$ cat config.mk
export PLATFORM = sky130hd
export DESIGN_NAME = frame_line_timer
export DESIGN_NICKNAME = d
export VERILOG_FILES = /design/src/rtl/frt_pkg.sv /design/src/rtl/frt_cfg_latch.sv /design/src/rtl/frt_lookup.sv /design/src/rtl/frt_raster.sv /design/src/rtl/frame_line_timer.sv
export SDC_FILE = /design/constraint.sdc
export NUM_CORES = 1
export LEC_CHECK = 0
export BUFFER_PORTS_ARGS = -buffer_cell sky130_fd_sc_hd__buf_2
export CAP_MARGIN = 20
export CORE_MARGIN = 4
export CORE_UTILIZATION = 60
export DETAILED_ROUTE_END_ITERATION = 7
export PLACE_DENSITY = 0.86
export SYNTH_ARGS = -nofsm -noshare
export SYNTH_HDL_FRONTEND = slang
export SYNTH_SLANG_ARGS = --single-unit
$ cat constraint.sdc
create_clock -name clk -period 5.8 [get_ports clk]
set_input_delay 0.58 -clock clk [delete_from_list [all_inputs] [get_ports clk]]
set_output_delay 0.58 -clock clk [all_outputs]
set_load 0.1 [all_outputs]
$ cat src/rtl/frt_pkg.sv
package frt_pkg;

    typedef logic [0:7][31:0] tbl_t;

    // Lines per frame in fixed-line-length mode, indexed by rate code
    localparam tbl_t NRM_LINES_DEF = '{32'd467, 32'd583, 32'd700, 32'd933,
                                       32'd1166, 32'd1749, 32'd3497, 32'd13987};
    // Line length in stretched-blank mode; entry 0 is never selected
    localparam tbl_t EXT_LEN_DEF   = '{32'd3464, 32'd3464, 32'd4152, 32'd5536,
                                       32'd6920, 32'd10384, 32'd20760, 32'd83048};
    localparam tbl_t NRM_EXPO      = '{32'd99957, 32'd124839, 32'd149935, 32'd199914,
                                       32'd249892, 32'd374946, 32'd749892, 32'd2097151};
    localparam tbl_t EXT_EXPO      = '{32'd124704, 32'd124704, 32'd149472, 32'd199296,
                                       32'd249120, 32'd373824, 32'd747360, 32'd2097151};

    typedef struct packed {
        logic [2:0] code;
        logic       ext;
    } cfg_t;

endpackage

$ cat src/rtl/frt_cfg_latch.sv
module frt_cfg_latch (
    input  logic            clk,
    input  logic            rst,
    input  logic            load,
    input  logic [2:0]      code_in,
    input  logic            ext_in,
    output frt_pkg::cfg_t   cfg_q
);
    frt_pkg::cfg_t cfg_d;

    always_comb begin
        cfg_d = cfg_q;
        if (rst || load) begin
            cfg_d.code = code_in;
            cfg_d.ext  = ext_in;
        end
    end

    always_ff @(posedge clk) begin
        cfg_q <= cfg_d;
    end

    // no capture away from a frame wrap
    p_cfg_hold_r9: assert property (@(posedge clk) disable iff (rst)
        !load |=> $stable(cfg_q));

endmodule

$ cat src/rtl/frt_lookup.sv
module frt_lookup #(
    parameter int CLK_W  = 17,
    parameter int LINE_W = 14,
    parameter int EXPO_W = 21,
    parameter int NRM_LEN = 1716,
    parameter int NRM_ACT = 1408,
    parameter int EXT_ACT = 2816,
    parameter int V_ACT   = 289,
    parameter frt_pkg::tbl_t NRM_LINES = frt_pkg::NRM_LINES_DEF,
    parameter frt_pkg::tbl_t EXT_LEN   = frt_pkg::EXT_LEN_DEF
) (
    input  frt_pkg::cfg_t       cfg,
    output logic [CLK_W-1:0]    line_len,
    output logic [CLK_W-1:0]    h_act,
    output logic [LINE_W-1:0]   frame_lines,
    output logic [EXPO_W-1:0]   expo
);
    logic [2:0] idx;

    always_comb begin
        // code 0 has no stretched-blank timing of its own: borrow code 1
        idx = (cfg.ext && cfg.code == 3'd0) ? 3'd1 : cfg.code;
        if (cfg.ext) begin
            line_len    = CLK_W'(EXT_LEN[idx]);
            h_act       = CLK_W'(EXT_ACT);
            frame_lines = LINE_W'(V_ACT);
            expo        = EXPO_W'(frt_pkg::EXT_EXPO[idx]);
        end else begin
            line_len    = CLK_W'(NRM_LEN);
            h_act       = CLK_W'(NRM_ACT);
            frame_lines = LINE_W'(NRM_LINES[idx]);
            expo        = EXPO_W'(frt_pkg::NRM_EXPO[idx]);
        end
    end

endmodule

$ cat src/rtl/frt_raster.sv
module frt_raster #(
    parameter int CLK_W  = 17,
    parameter int LINE_W = 14
) (
    input  logic              clk,
    input  logic              rst,
    input  logic              clk_en,
    input  logic [CLK_W-1:0]  line_len,
    input  logic [LINE_W-1:0] frame_lines,
    output logic [CLK_W-1:0]  hcnt,
    output logic [LINE_W-1:0] vcnt,
    output logic              line_start,
    output logic              frame_start,
    output logic              frame_wrap
);
    typedef struct packed {
        logic [CLK_W-1:0]  h;
        logic [LINE_W-1:0] v;
    } st_t;

    st_t  s_d, s_q;
    logic line_end, last_line;

    always_comb begin
        s_d        = s_q;
        line_end   = (s_q.h == line_len - 1'b1);
        last_line  = (s_q.v == frame_lines - 1'b1);
        frame_wrap = clk_en && line_end && last_line;
        if (rst) begin
            s_d = '0;
        end else if (clk_en) begin
            if (line_end) begin
                s_d.h = '0;
                s_d.v = last_line ? '0 : s_q.v + 1'b1;
            end else begin
                s_d.h = s_q.h + 1'b1;
            end
        end
    end

    always_ff @(posedge clk) begin
        s_q <= s_d;
    end

    assign hcnt        = s_q.h;
    assign vcnt        = s_q.v;
    assign line_start  = clk_en && (s_q.h == '0);
    assign frame_start = line_start && (s_q.v == '0);

    p_h_in_range_r2: assert property (@(posedge clk) disable iff (rst)
        hcnt < line_len);
    p_freeze_r8: assert property (@(posedge clk) disable iff (rst)
        !clk_en |=> ($stable(hcnt) && $stable(vcnt)));
    p_wrap_r3: assert property (@(posedge clk) disable iff (rst)
        frame_wrap |=> (hcnt == '0 && vcnt == '0));
    p_fs_in_ls_r7: assert property (@(posedge clk) disable iff (rst)
        frame_start |-> line_start);

endmodule

$ cat src/rtl/frame_line_timer.sv
module frame_line_timer #(
    parameter int CLK_W  = 17,
    parameter int LINE_W = 14,
    parameter int EXPO_W = 21,
    parameter int NRM_LEN = 1716,
    parameter int NRM_ACT = 1408,
    parameter int EXT_ACT = 2816,
    parameter int V_ACT   = 289,
    parameter frt_pkg::tbl_t NRM_LINES = frt_pkg::NRM_LINES_DEF,
    parameter frt_pkg::tbl_t EXT_LEN   = frt_pkg::EXT_LEN_DEF
) (
    input  logic              clk,
    input  logic              rst,
    input  logic              clk_en,
    input  logic [2:0]        rate_code,
    input  logic              ext_mode,
    output logic [CLK_W-1:0]  clk_cnt,
    output logic [LINE_W-1:0] line_cnt,
    output logic              line_active,
    output logic              frame_active,
    output logic              line_start,
    output logic              frame_start,
    output logic [EXPO_W-1:0] max_expo
);
    frt_pkg::cfg_t     cfg_q;
    logic [CLK_W-1:0]  line_len, h_act;
    logic [LINE_W-1:0] frame_lines;
    logic              frame_wrap;

    frt_cfg_latch u_cfg (
        .clk(clk), .rst(rst), .load(frame_wrap),
        .code_in(rate_code), .ext_in(ext_mode), .cfg_q(cfg_q)
    );

    frt_lookup #(
        .CLK_W(CLK_W), .LINE_W(LINE_W), .EXPO_W(EXPO_W),
        .NRM_LEN(NRM_LEN), .NRM_ACT(NRM_ACT), .EXT_ACT(EXT_ACT), .V_ACT(V_ACT),
        .NRM_LINES(NRM_LINES), .EXT_LEN(EXT_LEN)
    ) u_lut (
        .cfg(cfg_q), .line_len(line_len), .h_act(h_act),
        .frame_lines(frame_lines), .expo(max_expo)
    );

    frt_raster #(.CLK_W(CLK_W), .LINE_W(LINE_W)) u_ras (
        .clk(clk), .rst(rst), .clk_en(clk_en),
        .line_len(line_len), .frame_lines(frame_lines),
        .hcnt(clk_cnt), .vcnt(line_cnt),
        .line_start(line_start), .frame_start(frame_start),
        .frame_wrap(frame_wrap)
    );

    assign line_active  = (clk_cnt < h_act);
    assign frame_active = (line_cnt < LINE_W'(V_ACT));

    p_ext_lines_r5: assert property (@(posedge clk) disable iff (rst)
        cfg_q.ext |-> (line_cnt < LINE_W'(V_ACT)));
    p_blank_tail_r2: assert property (@(posedge clk) disable iff (rst)
        (line_active && !$past(line_active)) |-> (clk_cnt == '0));

endmodule

==> results of run 1 <==
-- Yosys cell counts (all sizes together) (2+ instances only) --
| master | number |
|---|---|
| nor2 | 41 |
| nand2 | 39 |
| dfxtp | 31 |
| a21oi | 23 |
| xnor2 | 23 |
| nand3 | 18 |
| xor2 | 18 |
| clkbuf | 17 |
| inv | 17 |
| nand4 | 17 |
| o21ai | 17 |
| buf | 15 |
| ha | 15 |
| nand2b | 12 |
| nor3 | 11 |
| and3 | 8 |
| o211ai | 6 |
| nor4 | 5 |
| or3 | 5 |
| a21o | 4 |
| edfxtp | 4 |
| o22ai | 4 |
| or2 | 4 |
| a21boi | 3 |
| a31oi | 3 |
| a32oi | 3 |
| nand3b | 3 |
| nor2b | 3 |
| o31ai | 3 |
| o32ai | 3 |
| a2111oi | 2 |
| a22oi | 2 |
| a311oi | 2 |
| mux2i | 2 |
| nand4b | 2 |
| o31a | 2 |
| or4 | 2 |
-- cell families after synthesis --
family,count (synthesis),synth area share
AND/OR/NAND/NOR,176,0.298
multiplexers,2,0.0108
buffers and inverters,50,0.0761
flip-flops,35,0.245
adder cells (fa/ha/maj),15,0.0621
AO/OA/AOI/OAI,84,0.189
XOR/XNOR,41,0.119
-- how the worst max path moves through the flow --
stage	startpoint	endpoint	slack (ns)	cells after the start
after floorplan	u_ras.hcnt[11]$_SDFFE_PP0P_	frame_start	0.55	4
after global placement	u_cfg.cfg_q[2]$_DFFE_PP_	u_cfg.cfg_q[2]$_DFFE_PP_	1.72	11
after detailed placement	u_cfg.cfg_q[2]$_DFFE_PP_	u_cfg.cfg_q[2]$_DFFE_PP_	1.44	11
after CTS	u_cfg.cfg_q[2]$_DFFE_PP_	u_cfg.cfg_q[2]$_DFFE_PP_	1.37	11
after global routing	u_cfg.cfg_q[2]$_DFFE_PP_	u_cfg.cfg_q[1]$_DFFE_PP_	0.88	11
final	u_cfg.cfg_q[2]$_DFFE_PP_	u_cfg.cfg_q[3]$_DFFE_PP_	1.30	11
-- sequential cells by signal, summed over array words and instances (netlist names) --
register	count
u_cfg.cfg_q	4
u_ras.hcnt	17
u_ras.vcnt	14
-- final cells by class --
type                       count  area [µm²]
fill                         417        1400
multi-input combinational    318        2060
inverter                      18        67.6
sequential                    35         741
tap                           67        83.8
clock inverter                 3        67.6
clock buffer                   5        68.8
timing repair buffer          65         333
-- per-stage QoR --
stage	power, W	cell area (µm²)	util
floorplan	0.000525	3020	-
global placement	0.000562	3280	0.682
detailed placement	0.000567	3280	0.682
CTS	0.000826	3420	0.710
global route	0.000856	3420	0.710
finish	0.000826	3420	0.710
-- power by group through the flow --
stage	Combinational (W)	Clock, W	Sequential (W)
6_report	0.000306	0.000263	0.000258
5_1_grt	0.000322	0.000276	0.000258
4_1_cts	0.000304	0.000265	0.000257
3_5_place_dp	0.000304	0	0.000263
3_3_place_gp	0.000300	0	0.000262
2_1_floorplan	0.000258	0	0.000267
-- per-layer routing --
metal,GRT usage,up-vias
li1,-,1518
met1,0.370,1453
met2,0.444,157
met3,0.0385,23
met4,0.0945,0
met5,0,-
-- worst max-delay path: stages (launching register included) --
cell and delay [ns]:
edfxtp_1 0.81, nor2_1 0.19, a21oi_1 0.35, inv_1 0.14, ha_1 0.36, nand2_1 0.18, nor3b_2 0.29, xnor2_1 0.12
o31ai_1 0.25, a32oi_1 0.38, nor3_1 0.67, a21o_1 0.42
==> run metrics, run 1 <==
Final Hold Fails 0; crit-path max FO 22; vias per cell 6.17; Top FF cell, synth dfxtp_1; number of global-route vias before repair 2,865; WL met3 577 µm; routed len/inst between 15 and 20 µm; register area share after synthesis 0.245; Die Wd 79.0 µm; final setup fails 0; Slew HR 0.348; Remaining DRCs 0; DR WL met2 3950 µm; M1 WL 3760 µm; CTS clk-pin slew, worst paths approximately 0.070 ns; VDD IR max 0.267 mV; #FFs+latches synth 35; R2R setup slack approximately 1.3 ns; Fin Hold WS 0.472 ns; Worst-Margin Slew 0.978 ns; CTS tree done; min setup slack post-route between 1 and 1.5 ns; Root Driver clkbuf_8; register share of total power 0.312; post-synth cell types 60; Post-Syn Instances 403; unrepaired setup endpoints after global routing false; Combinational Power Share 0.370; layout cell share with drive strength beyond 1 0.189; Initial Util 0.628; Vias 3,151; sw frac 0.416; final WL around 8400 µm; Synth Net Count 425; critical path endpoint category flop; cts-stage hold buffer count 0; Area growth syn-to-layout 13.1%; internal power between 0.0004 and 0.0005 W; Antenna Nets Post-Route 0; grt total ovfl 0; pin count of the biggest net entering global routing 46; placed wire-length estimate 6070 µm; worst hold path type in2reg; most frequent cells in the layout buf_2, nor2_1, nand2_1; initial antenna violation count 0; async set-reset flop share out of synthesis 0; Post-Layout Cell Count 511; Core ar. about 4800 µm²; CTS Buf Count 5; synthesized area ~3000 µm²; Starting DRT DRC Count 256; Post-synth EDFFs 4; max cap viols 0; post-route setup TNS 0 ns; pwr dens 242 nW/µm²; Hold Crit Start rate_code[2]; top routing layer in use met4; R2R depth 11; Buffers on Ports 62; outcome complete, no violations; clock power share 0.318; Area contributors post-synth dfxtp_1, xnor2_1, ha_1; RePlAce Congestion around 0.9; # rows 25; worst reg2reg path startpoint u_cfg.cfg_q[2]$_DFFE_PP_; Final period util 0.776; Hold EP u_cfg.cfg_q[3]$_DFFE_PP_; Lkg Pwr 1.46 nW; die height 79.0 µm; most common cell after layout, fill and taps aside buf_2; Die ar. around 6200 µm²; 1st-pass router iterations 7; top cell type's share of synthesized area 0.205; setup repair bufs after CTS 0; first-pass GRT wire length 13,800 µm; critical path class reg2reg; Placed Cells between 500 and 600; worst-case clock buffer depth 2; clk_skew 0.00357 ns; Max H-tree Level 2; highest clock rate 222 MHz; pre-CTS WS 1.44 ns; Startpoint Class flop; hold depth 1; Final nets 465; I/O pin total 63; # resized after CTS 0; Synth area leader dfxtp_1; YS warnings 0; # diodes 0; GRT Resource Usage Total 0.273; Worst Path Arrival 4.46 ns; min cycle time layout 4.50 ns; reg2reg end u_cfg.cfg_q[3]$_DFFE_PP_; Avg Synthesized Cell Area 7.50 µm²; Slew Viols, Final 0; clk sink count 35; Sw Pwr approximately 0.00034 W; Critical Path RT 5.76 ns; clk_lat worst skew around 0.29 ns
Note: power is estimated with default switching activity, not from simulation.
==> run 2, diff against run 1 <==
--- a/config.mk
+++ b/config.mk
@@ -8,9 +8,9 @@
 export BUFFER_PORTS_ARGS = -buffer_cell sky130_fd_sc_hd__buf_2
 export CAP_MARGIN = 20
 export CORE_MARGIN = 4
-export CORE_UTILIZATION = 60
+export CORE_UTILIZATION = 56
 export DETAILED_ROUTE_END_ITERATION = 7
-export PLACE_DENSITY = 0.86
+export PLACE_DENSITY = 0.81
 export SYNTH_ARGS = -nofsm -noshare
 export SYNTH_HDL_FRONTEND = slang
 export SYNTH_SLANG_ARGS = --single-unit
==> constraint.sdc (replaced) <==
create_clock -name clk -period 4.7 [get_ports clk]
set_input_delay 0.47 -clock clk [delete_from_list [all_inputs] [get_ports clk]]
set_output_delay 0.47 -clock clk [all_outputs]
set_load 0.1 [all_outputs]
==> run 2 against run 1 <==
First-iteration DRC count fell by 11%; largest cell class unchanged; non-clock buffer count grew 3; die area grew 6.4%; clock power is 3% higher; clock-buffer cell count did not move.
==> run metrics, run 2 (synthesis gave the netlist of run 1 again) <==
GRT Resource Usage Total 0.274 (+0.000805); pwr dens 283 nW/µm² (+17%); CTS Buf Count 5 (unchanged); Worst Path Arrival 3.76 ns (-0.70 ns); RePlAce Congestion 0.933 (+3.4%); most frequent cells in the layout buf_2, nor2_1, nand2_1; # diodes 0 (unchanged); Critical Path RT 4.66 ns (-1.10 ns); critical path endpoint category flop; Final Hold Fails 0 (unchanged); grt total ovfl 0 (unchanged); initial antenna violation count 0 (unchanged); overall power 0.000971 W (+18%); crit-path max FO 12 (-45%); final WL 8540 µm (+1.4%); cts-stage hold buffer count 0 (unchanged); pre-CTS WS 0.949 ns (-0.489 ns); layout cell share with drive strength beyond 1 0.197 (+0.00768); outcome complete, no violations; clk_skew 0.00619 ns (+0.00262 ns); 1st-pass router iterations 5 (-2); critical path class reg2reg; Die Wd 81.5 µm (+3.2%); clk sink count 35 (unchanged); Root Driver clkbuf_8; # resized after CTS 0 (unchanged); Remaining DRCs 0 (unchanged); post-route setup TNS 0 ns (unchanged); Startpoint Class flop; Buffers on Ports 62 (unchanged); CTS clk-pin slew, worst paths 0.07 ns (about the same); min cycle time layout 3.81 ns (-0.696 ns); Antenna Nets Post-Route 0 (unchanged); Initial Util 0.585 (-0.0431); final setup fails 0 (unchanged); Slew HR 0.584 (+0.236); highest clock rate 263 MHz (+18%); Util after Layout 0.663 (-0.0473); max cap viols 0 (unchanged); setup repair bufs after CTS 0 (unchanged); Area growth syn-to-layout 13.3%; routed len/inst 16.5 µm (+0.24%); Final nets 468 (+0.65%); placed wire-length estimate 6230 µm (+2.8%); min setup slack post-route 0.894 ns (-0.404 ns); Vias 3,120 (-0.98%); first-pass GRT wire length 14,200 µm (+3.3%); # rows 26 (+4.0%); Slew Viols, Final 0 (unchanged); Core ar. 5170 µm² (+7.4%); Final period util 0.810 (+0.0335); Cell Area, Placed 3310 µm² (+0.95%); Lkg Pwr 1.47 nW (+0.63%); unrepaired setup endpoints after global routing false; CTS tree done; Starting DRT DRC Count 228 (-11%); max reg flops 17 (unchanged); VDD IR max 0.203 mV (-24%); die height 81.5 µm (+3.2%); I/O pin total 63 (unchanged); clk_lat worst skew 0.29 ns (about the same); most common cell after layout, fill and taps aside buf_2; Max H-tree Level 2 (unchanged); number of global-route vias before repair 2,897 (+1.1%); post-route cell area 3430 µm² (+0.22%); worst hold path type in2reg; Worst-Margin Slew 0.608 ns (-0.370 ns); vias per cell 6.03 (-2.1%); worst-case clock buffer depth 2 (unchanged); pin count of the biggest net entering global routing 46 (unchanged); Die ar. 6640 µm² (+6.4%)
-- run 2: changes by cell type in the layout (fill, tap and decap cells not counted), sizes merged --
cell / change
bufinv: -1
buf: +3
clkinv: +2
clkinvlp: -1
-- run 2: final timing paths --
path / start / end / slack, ns / cells after the start
worst max-delay path: u_cfg.cfg_q[3]$_DFFE_PP_ / u_cfg.cfg_q[1]$_DFFE_PP_ / 0.89 / 12
worst min-delay path: rate_code[2] / u_cfg.cfg_q[3]$_DFFE_PP_ / 0.37 / 1
worst max register to register: u_cfg.cfg_q[3]$_DFFE_PP_ / u_cfg.cfg_q[1]$_DFFE_PP_ / 0.89 / 12
worst min register to register: u_ras.vcnt[13]$_SDFFE_PP0P_ / u_ras.vcnt[13]$_SDFFE_PP0P_ / 0.56 / 2
-- run 2: critical path, cell delays in order (launching register included) --
cell and delay [ns]:
edfxtp_1 0.39, nor2_1 0.30, a21oi_1 0.19, inv_1 0.13
ha_1 0.43, nand3_1 0.27, nor2_1 0.15, a22oi_1 0.10
o31ai_1 0.26, a32oi_1 0.14, buf_4 0.21, nor3_1 0.49
a21o_1 0.42
-- run 2: power by group --
group          total, W  switching [W]  internal, W
sequential     0.000313     0.00000674     0.000307
clock          0.000271       0.000113     0.000158
combinational  0.000386       0.000307    0.0000795
total          0.000971       0.000427     0.000544
-- run 2: area by class of cell --
| cell class | count | area (µm²) |
|---|---|---|
| Clock buffer | 5 | 68.8 |
| Clock inverter | 3 | 43.8 |
| Fill cell | 450 | 1750 |
| Inverter | 18 | 67.6 |
| Multi-Input combinational cell | 318 | 2060 |
| Sequential cell | 35 | 741 |
| Tap cell | 70 | 87.6 |
| Timing Repair Buffer | 68 | 355 |
-- run 2: per-stage QoR --
step                      hold WS, ns  instances
after floorplan                 0.569        403
after global placement          0.528        509
after detailed placement        0.541        509
after CTS                       0.367        517
after global routing            0.358        517
final                           0.372        517
-- run 2: layer usage --
layer	global-route usage	routed length, µm
met5	0	0
met4	0.0625	104
met3	0.0406	538
met2	0.443	4000
met1	0.385	3900
==> run 3, diff against run 2 <==
==> constraint.sdc (replaced) <==
create_clock -name clk -period 3.61 [get_ports clk]
set_input_delay 0.361 -clock clk [delete_from_list [all_inputs] [get_ports clk]]
set_output_delay 0.361 -clock clk [all_outputs]
set_load 0.1 [all_outputs]
==> run 3 against run 2 <==
Global-route usage down 0.75 points; clock skew up 0.00051 ns; clock power up 1%; utilization up 2.8 points; die area unchanged; maximum frequency up 14%; largest cell class unchanged.
==> run metrics, run 3 (synthesis gave the netlist of run 1 again) <==
Core ar. 5170 µm² (unchanged); clock power share 0.225 (-0.054); crit-path max FO 11 (-1); CTS Buf Count 5 (unchanged); Die ar. 6640 µm² (unchanged); placed wire-length estimate 6300 µm (+1.0%); min cycle time layout 3.35 ns (-0.459 ns); post-route cell area 3570 µm² (+4.2%); reg2reg end u_cfg.cfg_q[0]$_DFFE_PP_; cells along the critical path inv_1 -> ha_4 -> nand2_1 -> o211ai_1 -> ha_1 -> and3_1 -> or4b_4 -> a2111oi_4 -> a21o_1; number of global-route vias before repair 2,859 (-1.3%); Filler cells 411 (-8.7%); Combinational Power Share 0.441 (+0.043); Max stage delay on crit path 0.53 ns (+0.04 ns); die height 81.5 µm (unchanged); max cap viols 0 (unchanged); pin count of the biggest net entering global routing 46 (unchanged); layout cell share with drive strength beyond 1 0.230 (+0.0332); Area growth syn-to-layout 18.0%; GRT Resource Usage Total 0.267 (-0.00745); initial antenna violation count 0 (unchanged); highest clock rate 299 MHz (+14%); clk_lat worst skew 0.29 ns (about the same); # rows 26 (unchanged); I/O pin total 63 (unchanged); critical path endpoint category flop; setup repair bufs after CTS 0 (unchanged); grt total ovfl 0 (unchanged); Initial Util 0.585 (unchanged); Worst Path Arrival 3.30 ns (-0.46 ns); R2R setup slack 0.26 ns (-0.63 ns); final WL 8500 µm (-0.47%); CTS tree done; Max H-tree Level 2 (unchanged); most frequent cells in the layout buf_2, nor2_1, nand2_1; routed len/inst 16.3 µm (-1.4%); Sw Pwr 0.000558 W (+31%); clk_skew 0.00671 ns (+0.000513 ns); hold depth 1 (unchanged); Buffers on Ports 62 (unchanged); Die Wd 81.5 µm (unchanged); Lkg Pwr 1.50 nW (+2.3%); Final period util 0.927 (+0.117); outcome complete, no violations; Hold EP u_cfg.cfg_q[1]$_DFFE_PP_; cts-stage hold buffer count 0 (unchanged); Post-Layout Cell Count 522 (+0.97%); first-pass GRT wire length 14,100 µm (-0.97%); Vias 3,193 (+2.3%); Final nets 473 (+1.1%); # diodes 0 (unchanged); Startpoint Class flop; RePlAce Congestion 0.900 (-3.6%); register share of total power 0.334 (+0.011); final setup fails 0 (unchanged); gate family responsible for the most delay along the worst path compound AO/OA/AOI/OAI gates; CP max stage cell or4b_4; clk sink count 35 (unchanged); Starting DRT DRC Count 286 (+25%); Cell Area, Placed 3480 µm² (+4.9%); Slew Viols, Final 0 (unchanged); worst reg2reg path startpoint u_cfg.cfg_q[2]$_DFFE_PP_; R2R depth 9 (-3); Worst-Margin Slew 0.495 ns (-0.113 ns); Final Hold Fails 0 (unchanged); sw frac 0.457 (+0.0173); unrepaired setup endpoints after global routing false; worst-case clock buffer depth 2 (unchanged); pwr dens 342 nW/µm² (+21%); Hold Crit Start rate_code[0]; Slew HR 0.661 (+0.0771); Bufs and invs on worst path 1 (-1); Antenna Nets Post-Route 0 (unchanged); critical path class reg2reg; Placed Cells 514 (+0.98%); internal power 0.000663 W (+22%); worst hold path type in2reg; Remaining DRCs 0 (unchanged); CTS clk-pin slew, worst paths 0.07 ns (about the same); Critical Path RT 3.56 ns (-1.10 ns); VDD IR max 0.350 mV (+73%); most common cell after layout, fill and taps aside buf_2; 1st-pass router iterations 4 (-1); # resized after CTS 0 (unchanged); max reg flops 17 (unchanged); Root Driver clkbuf_8; vias per cell 6.12 (+1.4%)
==> run 3: cell types whose count changed in the layout (fill, tap and decap cells not counted), moves of 2 or more <==
cell	delta
buf_4	+5
buf_12	+3
buf_2	-3
ha_1	-3
o21ai_0	-3
o21ai_1	+3
a21oi_1	-2
clkbuf_1	+2
ha_4	+2
==> run 3: routing by layer <==
metal,share of wire,wire (µm),GRT usage,vias up
met1,0.44,3780,0.376,1492
met2,0.47,3990,0.430,160
li1,-,-,-,1527
met4,0.011,95,0.0726,0
met5,0,0,0,-
met3,0.075,639,0.0307,14
==> run 3: stage by stage <==
| step | hold slack, ns | total power, W | worst slack, ns | setup TNS, ns | util |
|---|---|---|---|---|---|
| 2_1_floorplan | 0.460 | 0.000867 | -0.502 | -0.502 | - |
| 3_3_place_gp | 0.539 | 0.000943 | 0.329 | 0 | 0.672 |
| 3_5_place_dp | 0.539 | 0.000951 | 0.310 | 0 | 0.672 |
| 4_1_cts | 0.244 | 0.00122 | 0.289 | 0 | 0.688 |
| 5_1_grt | 0.235 | 0.00127 | 0.0660 | 0 | 0.690 |
| 6_report | 0.247 | 0.00122 | 0.263 | 0 | 0.690 |
==> run 3: worst max path at each step <==
| stage | startpoint | to | slack (ns) | depth (start not counted) |
|---|---|---|---|---|
| after global routing | u_cfg.cfg_q[2]$_DFFE_PP_ | u_cfg.cfg_q[0]$_DFFE_PP_ | 0.07 | 12 |
| final | u_cfg.cfg_q[2]$_DFFE_PP_ | u_cfg.cfg_q[0]$_DFFE_PP_ | 0.26 | 9 |
| after CTS | u_cfg.cfg_q[2]$_DFFE_PP_ | u_cfg.cfg_q[1]$_DFFE_PP_ | 0.29 | 9 |
| after detailed placement | u_cfg.cfg_q[2]$_DFFE_PP_ | u_cfg.cfg_q[1]$_DFFE_PP_ | 0.31 | 9 |
| after global placement | u_cfg.cfg_q[2]$_DFFE_PP_ | u_cfg.cfg_q[2]$_DFFE_PP_ | 0.33 | 9 |
| after floorplan | u_ras.hcnt[11]$_SDFFE_PP0P_ | frame_start | -0.50 | 4 |
==> run 3: final cells by class <==
cell class              count  area (µm²)  share of cell area
clock inverters             1        5.00             0.00140
inverters                  18        71.3              0.0200
repair buffers             73         438               0.123
well taps                  70        87.6              0.0245
multi-input cells         318        2150               0.603
clock buffers               7        76.3              0.0214
flip-flops and latches     35         741               0.208
==> run 3: power by group through the flow <==
stage / logic [W] / registers [W] / clock network (W)
after global routing: 0.000565 / 0.000409 / 0.000294
after CTS: 0.000535 / 0.000408 / 0.000281
after global placement: 0.000527 / 0.000416 / 0
after floorplan: 0.000438 / 0.000429 / 0
final: 0.000538 / 0.000408 / 0.000275
after detailed placement: 0.000534 / 0.000417 / 0
